$ cat config.mk
export PLATFORM = sky130hd
export DESIGN_NAME = pfd_sense_top
export DESIGN_NICKNAME = d
export VERILOG_FILES = /design/src/rtl/pfd_pkg.sv /design/src/rtl/pfd_in_cond.sv /design/src/rtl/pfd_core.sv /design/src/rtl/pfd_gain.sv /design/src/rtl/pfd_lock.sv /design/src/rtl/pfd_sense_top.sv
export SDC_FILE = /design/constraint.sdc
export NUM_CORES = 1
export LEC_CHECK = 0
export ABC_AREA = 0
export BUFFER_PORTS_ARGS = -buffer_cell sky130_fd_sc_hd__buf_2
export CORE_AREA = 2 2 62 64
export DETAILED_ROUTE_END_ITERATION = 16
export DIE_AREA = 0 0 64 66
export SYNTH_ARGS = -nofsm -noshare
export SYNTH_HDL_FRONTEND = slang
export SYNTH_SLANG_ARGS = --single-unit
$ cat constraint.sdc
create_clock -name clk -period 1.65 [get_ports clk]
set_input_delay 0.33 -clock clk [delete_from_list [all_inputs] [get_ports clk]]
set_output_delay 0.33 -clock clk [all_outputs]
set_load 0.01 [all_outputs]
$ cat src/rtl/pfd_pkg.sv
package pfd_pkg;
   typedef enum logic [1:0] {
      GAIN_X1   = 2'd0,
      GAIN_X1P5 = 2'd1,
      GAIN_X2P5 = 2'd2,
      GAIN_X4   = 2'd3
   } gain_sel_e;

   localparam int GAIN_STEPS = 4;

   function automatic logic [GAIN_STEPS-1:0] gain_decode(input logic [1:0] sel);
      logic [GAIN_STEPS-1:0] oh;
      oh = '0;
      for (int i = 0; i < GAIN_STEPS; i++) begin
         if (sel == 2'(i)) oh[i] = 1'b1;
      end
      return oh;
   endfunction
endpackage

$ cat src/rtl/pfd_in_cond.sv
module pfd_in_cond #(
   parameter int SYNC_STAGES = 0
) (
   input  logic clk,
   input  logic rst_n,
   input  logic din,
   output logic rise_o
);
   logic lvl;
   logic prev_q;

   generate
      if (SYNC_STAGES == 0) begin : g_direct
         assign lvl = din;
      end else begin : g_sync
         logic [SYNC_STAGES-1:0] chain_q;
         always_ff @(posedge clk or negedge rst_n) begin
            if (!rst_n) chain_q <= '0;
            else        chain_q <= {chain_q[SYNC_STAGES-2+1:0], din} >> 0;
         end
         assign lvl = chain_q[SYNC_STAGES-1];
      end
   endgenerate

   always_ff @(posedge clk or negedge rst_n) begin
      if (!rst_n) prev_q <= 1'b0;
      else        prev_q <= lvl;
   end

   assign rise_o = lvl & ~prev_q;
endmodule

$ cat src/rtl/pfd_core.sv
module pfd_core #(
   parameter int DLY_W = 4
) (
   input  logic             clk,
   input  logic             rst_n,
   input  logic             set_a,
   input  logic             set_b,
   input  logic [DLY_W-1:0] dly,
   output logic             up_o,
   output logic             dn_o,
   output logic             clr_o
);
   logic             up_q, dn_q;
   logic [DLY_W-1:0] hold_cnt;
   logic             both;

   assign both  = up_q & dn_q;
   assign clr_o = both && (hold_cnt == dly);

   always_ff @(posedge clk or negedge rst_n) begin
      if (!rst_n) begin
         up_q     <= 1'b0;
         dn_q     <= 1'b0;
         hold_cnt <= '0;
      end else if (clr_o) begin
         up_q     <= set_a;
         dn_q     <= set_b;
         hold_cnt <= '0;
      end else begin
         up_q     <= up_q | set_a;
         dn_q     <= dn_q | set_b;
         hold_cnt <= both ? hold_cnt + 1'b1 : '0;
      end
   end

   assign up_o = up_q;
   assign dn_o = dn_q;
endmodule

$ cat src/rtl/pfd_gain.sv
module pfd_gain
   import pfd_pkg::*;
(
   input  logic                  clk,
   input  logic                  rst_n,
   input  logic [1:0]            sel,
   input  logic                  busy,
   output logic [GAIN_STEPS-1:0] oh_o
);
   logic [GAIN_STEPS-1:0] oh_q;

   always_ff @(posedge clk or negedge rst_n) begin
      if (!rst_n)     oh_q <= gain_decode(GAIN_X1);
      else if (!busy) oh_q <= gain_decode(sel);
   end

   assign oh_o = oh_q;
endmodule

$ cat src/rtl/pfd_lock.sv
module pfd_lock #(
   parameter int LOCK_CYC = 16,
   parameter int LOCK_THR = 2
) (
   input  logic clk,
   input  logic rst_n,
   input  logic up,
   input  logic dn,
   input  logic clr,
   output logic locked_o
);
   localparam int EXW = $clog2(LOCK_THR + 1);
   localparam int CW  = $clog2(LOCK_CYC + 1);
   localparam logic [EXW-1:0] EX_MAX  = EXW'(LOCK_THR);
   localparam logic [CW-1:0]  CNT_MAX = CW'(LOCK_CYC);

   logic [EXW-1:0] excess_q;
   logic [CW-1:0]  good_q;
   logic           good_cmp;

   assign good_cmp = (excess_q < EX_MAX);

   always_ff @(posedge clk or negedge rst_n) begin
      if (!rst_n) begin
         excess_q <= '0;
         good_q   <= '0;
      end else if (clr) begin
         excess_q <= '0;
         if (!good_cmp)             good_q <= '0;
         else if (good_q != CNT_MAX) good_q <= good_q + 1'b1;
      end else if ((up ^ dn) && (excess_q != EX_MAX)) begin
         excess_q <= excess_q + 1'b1;
      end
   end

   assign locked_o = (good_q == CNT_MAX);
endmodule

$ cat src/rtl/pfd_sense_top.sv
module pfd_sense_top
   import pfd_pkg::*;
#(
   parameter int SYNC_STAGES = 0,
   parameter int DLY_W       = 4,
   parameter int LOCK_CYC    = 16,
   parameter int LOCK_THR    = 2
) (
   input  logic                  clk,
   input  logic                  rst_n,
   input  logic                  ref_pulse,
   input  logic                  vco_pulse,
   input  logic                  sense,
   input  logic [1:0]            gain_sel,
   input  logic [DLY_W-1:0]      rst_dly,
   output logic                  up,
   output logic                  dn,
   output logic                  mon_a,
   output logic                  mon_b,
   output logic [GAIN_STEPS-1:0] gain_oh,
   output logic                  locked
);
   generate
      if (DLY_W < 1 || DLY_W > 16) begin : g_bad_dly
         $error("DLY_W must lie in 1..16");
      end
      if (LOCK_CYC < 1) begin : g_bad_cyc
         $error("LOCK_CYC must be at least 1");
      end
      if (LOCK_THR < 1) begin : g_bad_thr
         $error("LOCK_THR must be at least 1");
      end
      if (SYNC_STAGES < 0 || SYNC_STAGES > 4) begin : g_bad_sync
         $error("SYNC_STAGES must lie in 0..4");
      end
   endgenerate

   logic ref_rise, vco_rise;
   logic set_a, set_b;
   logic clr;

   pfd_in_cond #(.SYNC_STAGES(SYNC_STAGES)) u_ref_in (
      .clk(clk), .rst_n(rst_n), .din(ref_pulse), .rise_o(ref_rise)
   );
   pfd_in_cond #(.SYNC_STAGES(SYNC_STAGES)) u_vco_in (
      .clk(clk), .rst_n(rst_n), .din(vco_pulse), .rise_o(vco_rise)
   );

   // polarity swap of the detector inputs
   assign set_a = sense ? vco_rise : ref_rise;
   assign set_b = sense ? ref_rise : vco_rise;

   // polarity swap of the monitor echoes
   assign mon_a = sense ? ref_pulse : vco_pulse;
   assign mon_b = sense ? vco_pulse : ref_pulse;

   pfd_core #(.DLY_W(DLY_W)) u_core (
      .clk(clk), .rst_n(rst_n), .set_a(set_a), .set_b(set_b),
      .dly(rst_dly), .up_o(up), .dn_o(dn), .clr_o(clr)
   );

   pfd_gain u_gain (
      .clk(clk), .rst_n(rst_n), .sel(gain_sel), .busy(up | dn), .oh_o(gain_oh)
   );

   pfd_lock #(.LOCK_CYC(LOCK_CYC), .LOCK_THR(LOCK_THR)) u_lock (
      .clk(clk), .rst_n(rst_n), .up(up), .dn(dn), .clr(clr), .locked_o(locked)
   );
endmodule

==> summary.txt, run 1 <==
Run status
  • Status: completed

Synthesis
  • Simple-Gate Fraction of Synth Area: 0.195
  • Post-synthesis adder-cell area fraction: 0.0732
  • Seq/Total Area, Yosys: 0.465
  • Flops & latches, synth: 19
  • Main combinational cell family by area after synthesis: simple AND/OR/NAND/NOR gates
  • Synth cell types: 31
  • Syn nets: roughly 110
  • Mapped Avg Cell Area: 10.6 um^2
  • Mapped Area: 1030 um^2
  • Post-synthesis compound-gate area fraction: 0.137
  • Yosys warns: 0
  • XOR/XNOR Fraction of Synth Area: 0.0427
  • Post-Syn Instances: 97
  • Mux share of post-synthesis cell area: 0.0329

Place
  • RePlAce Congestion: 0.758
  • Place WS: -0.00534 ns
  • Placed wire-length estimate: 1520 um
  • I/O Buffers: 19

STA
  • Tightest Pin Transition: between 0.4 and 0.5 ns
  • Fmax: 618 MHz
  • Final WS setup: 0.0329 ns
  • Final Hold Fails: 0
  • Skew final: 0.00669 ns
  • Fin crit share: 0.980
  • RSZ-0062 raised after global routing: true
  • Finish-stage setup viols: 0
  • Slew HR: 0.711
  • Slew Limit Fails: 0
  • Min Tclk post-route: ~1.6 ns

Routing
  • Post-route DRC: 0
  • Routed vias/inst: 4.53
  • Met2 Wirelength: 1020 um
  • Highest routed layer: met4
  • Drt first pass iters: 3
  • Initial drt markers: 15
  • Detailed-route via count: about 810
  • Post-DRT Antenna Nets: 0
  • Met3 wire len: about 50 um
  • Avg WL per Cell: 11.3 um
  • DRT Wirelength: just over 2000 um
  • DRT met1 WL: 910 um

Layout
  • Nets: 148
  • Ratio of cells with drive above 1 in the final layout: 0.354
  • Multi-input gate area: 526 um^2
  • N_diodes: 0
  • Area growth, synth to finish: 28.4%
  • Filler cells: 355
  • Seq. cell area: 477 um^2
  • Utilization of the core after routing: 0.371

Pwr
  • P_sw: 778 uW
  • Reg power frac: 0.399
  • Clock group share of total power: 0.112
  • Internal: ~1300 uW
  • Pwr per Cell Area: 1590 nW/um^2
  • VDD IR max: 0.433 mV
  • Gate power share: 0.489
  • Leakage: 0.000654 uW
  • Sw frac: 0.372

Setup path
  • Setup crit start kind: flop
  • Critical path data arrival time: 1.84 ns
  • Data required time at the worst endpoint: about 1.9 ns
  • Critical Path Fanout Max: 3
  • Crit-path cells: inv_1 -> ha_1 -> nor4bb_4 -> buf_4 -> or4b_1 -> o211ai_1
  • Slowest CP cell: or4b_1
  • Classification of the worst setup path: reg2reg
  • CP max stage delay: approximately 0.47 ns
  • Critical path capture point type: flop

Floorplan
  • Die X: 64 um
  • Die Footprint: 4220 um^2
  • Initial core utilization: 0.289
  • Core area: 3550 um^2
  • Row cnt: 22
  • Die Ht: 66 um
  • Io pins: 20

CTS
  • Cell chosen for the clock root: clkbuf_4
  • Clock Tree Buf Depth: 2
  • Total CTS buffers: 3
  • Worst skew pair latency: between 0.2 and 0.3 ns
  • Clock transition at path regs: between 0.1 and 0.15 ns
  • H-tree depth: 1
  • TritonCTS clock tree: done
  • CTS sink count: 19

Flow run
  • Maximum capacitance violations: 0

Global route
  • Aggregate global-route resource usage: 0.113
  • Vias in the first global route: between 800 and 900
  • Gr ovfl total: 0
  • Initial antenna violation count: 0
  • Maximum number of pins on one net before global-route repair: 20
  • First-pass GRT wire length: roughly 3700 um

Min path
  • HP Class: in2reg
-- power groups by stage --
stage          Sequential (uW)  Combinational (uW)  Clock [uW]
4_1_cts                    827                 993         243
2_1_floorplan              838                 590           0
3_3_place_gp               813                 934           0
6_report                   834                1020         234
5_1_grt                    862                1190         263
3_5_place_dp               825                 966           0
-- synth_stat cells --
| cell type | count | share of area |
|---|---|---|
| dfrtp_1 | 18 | 0.44 |
| inv_1 | 11 | 0.040 |
| ha_1 | 6 | 0.073 |
| o21ai_0 | 6 | 0.029 |
| nand3b_1 | 4 | 0.029 |
| o211ai_1 | 4 | 0.029 |
| o31ai_1 | 4 | 0.029 |
| xnor2_1 | 4 | 0.034 |
| mux2_2 | 3 | 0.033 |
| nand2_1 | 3 | 0.011 |
| nand3_1 | 3 | 0.015 |
| nor2b_1 | 3 | 0.018 |
| nor3b_1 | 3 | 0.022 |
| or3_1 | 3 | 0.018 |
| a21o_1 | 2 | 0.015 |
| a221o_1 | 2 | 0.020 |
| and3_2 | 2 | 0.015 |
| nor2_1 | 2 | 0.0073 |
| or2_1 | 2 | 0.012 |
| a21oi_1 | 1 | 0.0049 |
| and2_2 | 1 | 0.0073 |
| buf_1 | 1 | 0.0037 |
| buf_6 | 1 | 0.011 |
| dfstp_2 | 1 | 0.026 |
| nand3_2 | 1 | 0.0098 |
| nand4_1 | 1 | 0.0061 |
| nor3_1 | 1 | 0.0049 |
| nor4bb_1 | 1 | 0.0098 |
| o211a_1 | 1 | 0.0098 |
| or4b_1 | 1 | 0.0098 |
| xor2_1 | 1 | 0.0085 |
-- cells in the final DEF (no fill, tap or decap), drive strengths merged, types with 3 or more instances in the layout --
| cell type | n |
|---|---|
| buf | 30 |
| dfrtp | 18 |
| inv | 11 |
| o21ai | 6 |
| ha | 6 |
| o211ai | 4 |
| nand3b | 4 |
| xnor2 | 4 |
| nand3 | 4 |
| o31ai | 4 |
| clkbuf | 4 |
| nand2 | 3 |
| nor3b | 3 |
| nor2b | 3 |
| mux2 | 3 |
| or3 | 3 |
-- per-layer routing --
layer | vias to the layer above | global-route usage
met2 | 11 | 0.202
met3 | 2 | 0.0153
li1 | 410 | -
met5 | - | 0
met4 | 0 | 0.0489
met1 | 384 | 0.134
-- layout make-up --
class                           count  share of cell area
Timing Repair Buffer               31               0.142
Inverter                           11              0.0313
Tap cell                           48              0.0456
Multi-Input combinational cell     65               0.399
Clock buffer                        4              0.0199
Sequential cell                    19               0.362
-- metrics by stage --
stage	TNS (ns)	std cells	power [uW]	instance area (um^2)	hold WS (ns)
floorplan	0	97	1430	1030	0.0344
global placement	-0.0107	170	1750	1230	0.291
detailed placement	-0.00703	170	1790	1230	0.298
CTS	0	176	2060	1280	0.176
global route	-0.139	178	2310	1320	0.175
finish	0	178	2090	1320	0.184
-- timing repair --
item | 4_1_cts | 5_1_grt
gates resized for setup | 2 | 4
gates cloned | 0 | 0
endpoints found under the hold margin | 18 | 0
setup endpoints to repair | 1 | 8
hold buffers | 1 | 0
setup buffers | 1 | 2
-- path summary, 6_finish.rpt --
kind                                              start                           end  slack [ns]  depth (start not counted)
max in group asynchronous                         rst_n    u_gain.oh_o[0]$_DFFE_PN1N_        0.82                          2
max                        u_lock.good_q[0]$_DFFE_PN0P_  u_lock.good_q[2]$_DFFE_PN0P_        0.03                          6
min reg2reg                  u_gain.oh_o[3]$_DFFE_PN0N_    u_gain.oh_o[3]$_DFFE_PN0N_        0.53                          2
min                                           ref_pulse     u_ref_in.prev_q$_DFF_PN0_        0.18                          1
max reg2reg                u_lock.good_q[0]$_DFFE_PN0P_  u_lock.good_q[2]$_DFFE_PN0P_        0.03                          6
min in group asynchronous                         rst_n  u_lock.good_q[0]$_DFFE_PN0P_        0.50                          2
-- worst max-delay path: cells and delay by family (launching register included) --
| family | cells | cell delay, ns |
|---|---|---|
| and+or+nand+nor | 2 | 0.62 |
| buffers and inverters | 2 | 0.20 |
| adders and majority gates | 1 | 0.19 |
| DFF | 1 | 0.38 |
| AOI/OAI and AO/OA | 1 | 0.16 |
-- sequential cells by signal (all words and copies together) (netlist names) --
signal and flops:
u_core.up_o 1, u_core.hold_cnt 4, u_vco_in.prev_q 1, u_gain.oh_o 4, u_ref_in.prev_q 1, u_lock.good_q 5, u_lock.excess_q 2, u_core.dn_o 1
-- logic make-up (layout without fill, tap and decap cells) --
kind of cell	after synthesis	after routing
buffers and inverters	13	46
adder cells (fa/ha/maj)	6	6
XOR/XNOR	5	5
AO/OA/AOI/OAI	20	20
AND/OR/NAND/NOR	31	31
multiplexers	3	3
flip-flops	19	19
Power figures use the tool's default switching activity.
==> inputs of run 2 (changes only) <==
--- a/config.mk
+++ b/config.mk
@@ -7,9 +7,10 @@
 export LEC_CHECK = 0
 export ABC_AREA = 0
 export BUFFER_PORTS_ARGS = -buffer_cell sky130_fd_sc_hd__buf_2
-export CORE_AREA = 2 2 62 64
+export CORE_AREA = 2 2 53 75
 export DETAILED_ROUTE_END_ITERATION = 16
-export DIE_AREA = 0 0 64 66
+export DIE_AREA = 0 0 55 77
+export MAX_ROUTING_LAYER = met4
 export SYNTH_ARGS = -nofsm -noshare
 export SYNTH_HDL_FRONTEND = slang
 export SYNTH_SLANG_ARGS = --single-unit
==> run 2 against run 1 <==
Compared with the run above: register-to-register slack is essentially flat; worst hold slack lost 0.17 ns; sequential share of layout area grew 0.24 points; critical endpoint unchanged; critical path type unchanged; combinational power is essentially flat; critical path depth is the same.
==> summary.txt, run 2 (synthesized netlist as in run 1, its figures left out) <==
Routing
  • DRT Wirelength: 2030 um (was 2010 um)
  • Post-DRT Antenna Nets: 0 (unchanged)
  • Routed vias/inst: 4.82 (was 4.53)
  • Detailed-route via count: 825 (was 807)
  • Post-route DRC: 0 (unchanged)
  • Initial drt markers: 12 (was 15)
  • Avg WL per Cell: 11.8 um (was 11.3 um)
  • Drt first pass iters: 4 (was 3)

Pwr
  • Sw frac: 0.357 (was 0.372)
  • Internal: 1390 uW (was 1310 uW)
  • P_sw: 771 uW (was 778 uW)
  • Pwr per Cell Area: 1650 nW/um^2 (was 1590 nW/um^2)
  • Reg power frac: 0.382 (was 0.399)
  • Leakage: 0.000653 uW (was 0.000654 uW)
  • VDD IR max: 0.675 mV (was 0.433 mV)
  • Power Total: 2160 uW (was 2090 uW)
  • Gate power share: 0.469 (was 0.489)
  • Clock group share of total power: 0.148 (was 0.112)

Flow run
  • Maximum capacitance violations: 0 (unchanged)

Layout
  • Biggest register: u_lock.good_q (unchanged)
  • Most frequent cells in the layout: buf_2 (19), dfrtp_1 (18), inv_1 (11), buf_4 (11) (was buf_2 (19), dfrtp_1 (18), inv_1 (11), buf_4 (11), o21ai_0 (6))
  • Max reg flops: 5 (unchanged)
  • Ratio of cells with drive above 1 in the final layout: 0.341 (was 0.354)
  • Commonest non-fill, non-tap cell in the layout: buf_2 (unchanged)
  • Area growth, synth to finish: 27.6% (was 28.4%)
  • Nets: 147 (was 148)
  • Filler cells: 385 (was 355)
  • Finished Layout Cells: 171 (was 178)
  • Utilization of the core after routing: 0.366 (was 0.371)
  • N_diodes: 0 (unchanged)

Place
  • Place WS: 0.000879 ns (was -0.00534 ns)
  • Placed Cells incl. Taps: 166 (was 170)
  • RePlAce Congestion: 0.746 (was 0.758)
  • I/O Buffers: 19 (unchanged)
  • Placed wire-length estimate: 1550 um (was 1520 um)

STA
  • Tightest Pin Transition: 0.439 ns (was 0.433 ns)
  • Finish-stage setup viols: 0 (unchanged)
  • RSZ-0062 raised after global routing: true (unchanged)
  • Final Hold Fails: 0 (unchanged)
  • Slew Limit Fails: 0 (unchanged)
  • WHS: 0.0103 ns (was 0.184 ns)
  • Skew final: 0.00416 ns (was 0.00669 ns)
  • Final WS setup: 0.0351 ns (was 0.0329 ns)
  • Fin crit share: 0.979 (was 0.980)
  • Fmax: 619 MHz (was 618 MHz)
  • Slew HR: 0.707 (was 0.711)
  • Min Tclk post-route: 1.61 ns (was 1.62 ns)

CTS
  • Total CTS buffers: 3 (unchanged)
  • Worst skew pair latency: 0.25 ns (was 0.29 ns)
  • H-tree depth: 1 (unchanged)
  • Clock Tree Buf Depth: 2 (unchanged)
  • Cell chosen for the clock root: clkbuf_8 (was clkbuf_4)
  • CTS sink count: 19 (unchanged)
  • Clock transition at path regs: 0.07 ns (was 0.11 ns)
  • TritonCTS clock tree: done (unchanged)

Global route
  • Aggregate global-route resource usage: 0.115 (was 0.113)
  • First-pass GRT wire length: 3530 um (was 3720 um)
  • Maximum number of pins on one net before global-route repair: 20 (unchanged)
  • Vias in the first global route: 859 (was 833)
  • Gr ovfl total: 0 (unchanged)
  • Initial antenna violation count: 0 (unchanged)

Floorplan
  • Initial core utilization: 0.287 (was 0.289)
  • Die Ht: 77 um (was 66 um)
  • Die Footprint: 4240 um^2 (was 4220 um^2)
  • Core area: 3580 um^2 (was 3550 um^2)
  • Die X: 55 um (was 64 um)
  • Io pins: 20 (unchanged)
  • Row cnt: 26 (was 22)

Setup path
  • Critical path capture point type: flop (unchanged)
  • Critical Path Fanout Max: 3 (unchanged)
  • Setup crit start kind: flop (unchanged)
  • Data required time at the worst endpoint: 1.82 ns (was 1.87 ns)
  • Critical path data arrival time: 1.78 ns (was 1.84 ns)
  • Classification of the worst setup path: reg2reg (unchanged)
  • Worst R2R Path Depth: 6 (unchanged)

Run status
  • Status: completed (unchanged)

Min path
  • HP Class: in2async (was in2reg)
run 2: changes by cell type in the layout (fill, tap and decap cells not counted):
cell,before,now
xnor2_2,1,0
clkbuf_4,3,0
xnor2_1,3,4
dlygate4sd3_1,1,0
ha_2,1,0
ha_1,5,6
clkbuf_8,0,3
run 2: final cells by class:
cell class,count,area [um^2],share of cell area
repair buffers,30,178,0.136
well taps,42,52.6,0.0402
inverters,11,41.3,0.0315
flip-flops and latches,19,477,0.364
multi-input cells,65,515,0.394
clock buffers,4,45.0,0.0344
run 2: final timing paths:
check / slack, ns / end / from
worst max-delay path: 0.04 / u_lock.good_q[2]$_DFFE_PN0P_ / u_lock.good_q[0]$_DFFE_PN0P_
worst min-delay path: 0.01 / u_lock.good_q[4]$_DFFE_PN0P_ / rst_n
worst max register to register: 0.04 / u_lock.good_q[2]$_DFFE_PN0P_ / u_lock.good_q[0]$_DFFE_PN0P_
worst min register to register: 0.54 / u_gain.oh_o[3]$_DFFE_PN0N_ / u_gain.oh_o[3]$_DFFE_PN0N_
max in group asynchronous: 1.30 / u_gain.oh_o[0]$_DFFE_PN1N_ / rst_n
min in group clk: 0.22 / u_ref_in.prev_q$_DFF_PN0_ / ref_pulse
run 2: through the flow:
stage          cell area, um^2  TNS, ns
2_1_floorplan             1030        0
3_3_place_gp              1230        0
6_report                  1310        0
5_1_grt                   1310  -0.0551
3_5_place_dp              1230        0
4_1_cts                   1290        0
run 2: metal layers:
metal / share of wire / up-vias / global-route usage
met3: 0.038 / 2 / 0.0233
met5: 0 / - / -
met4: 0.015 / 0 / 0.0512
li1: - / 409 / -
met2: 0.51 / 16 / 0.185
met1: 0.44 / 398 / 0.132
run 2: critical path, cell delays in order (launching register included):
cell,delay [ns]
dfrtp_1,0.35
inv_1,0.04
ha_1,0.19
nor4bb_4,0.15
buf_4,0.15
or4b_1,0.47
o211ai_1,0.18
run 2: what timing repair did:
action                                  4_1_cts  5_1_grt
gates resized for setup                       2        2
gates cloned                                  0        0
buffers inserted                              0        1
endpoints found under the setup margin        1        3
hold buffers                                  0        0
run 2: power by group through the flow:
| stage | Sequential [uW] | Clock (uW) | Combinational (uW) |
|---|---|---|---|
| floorplan | 838 | 0 | 590 |
| global placement | 808 | 0 | 976 |
| detailed placement | 825 | 0 | 995 |
| CTS | 826 | 332 | 1020 |
| global route | 863 | 355 | 1160 |
| finish | 825 | 320 | 1010 |
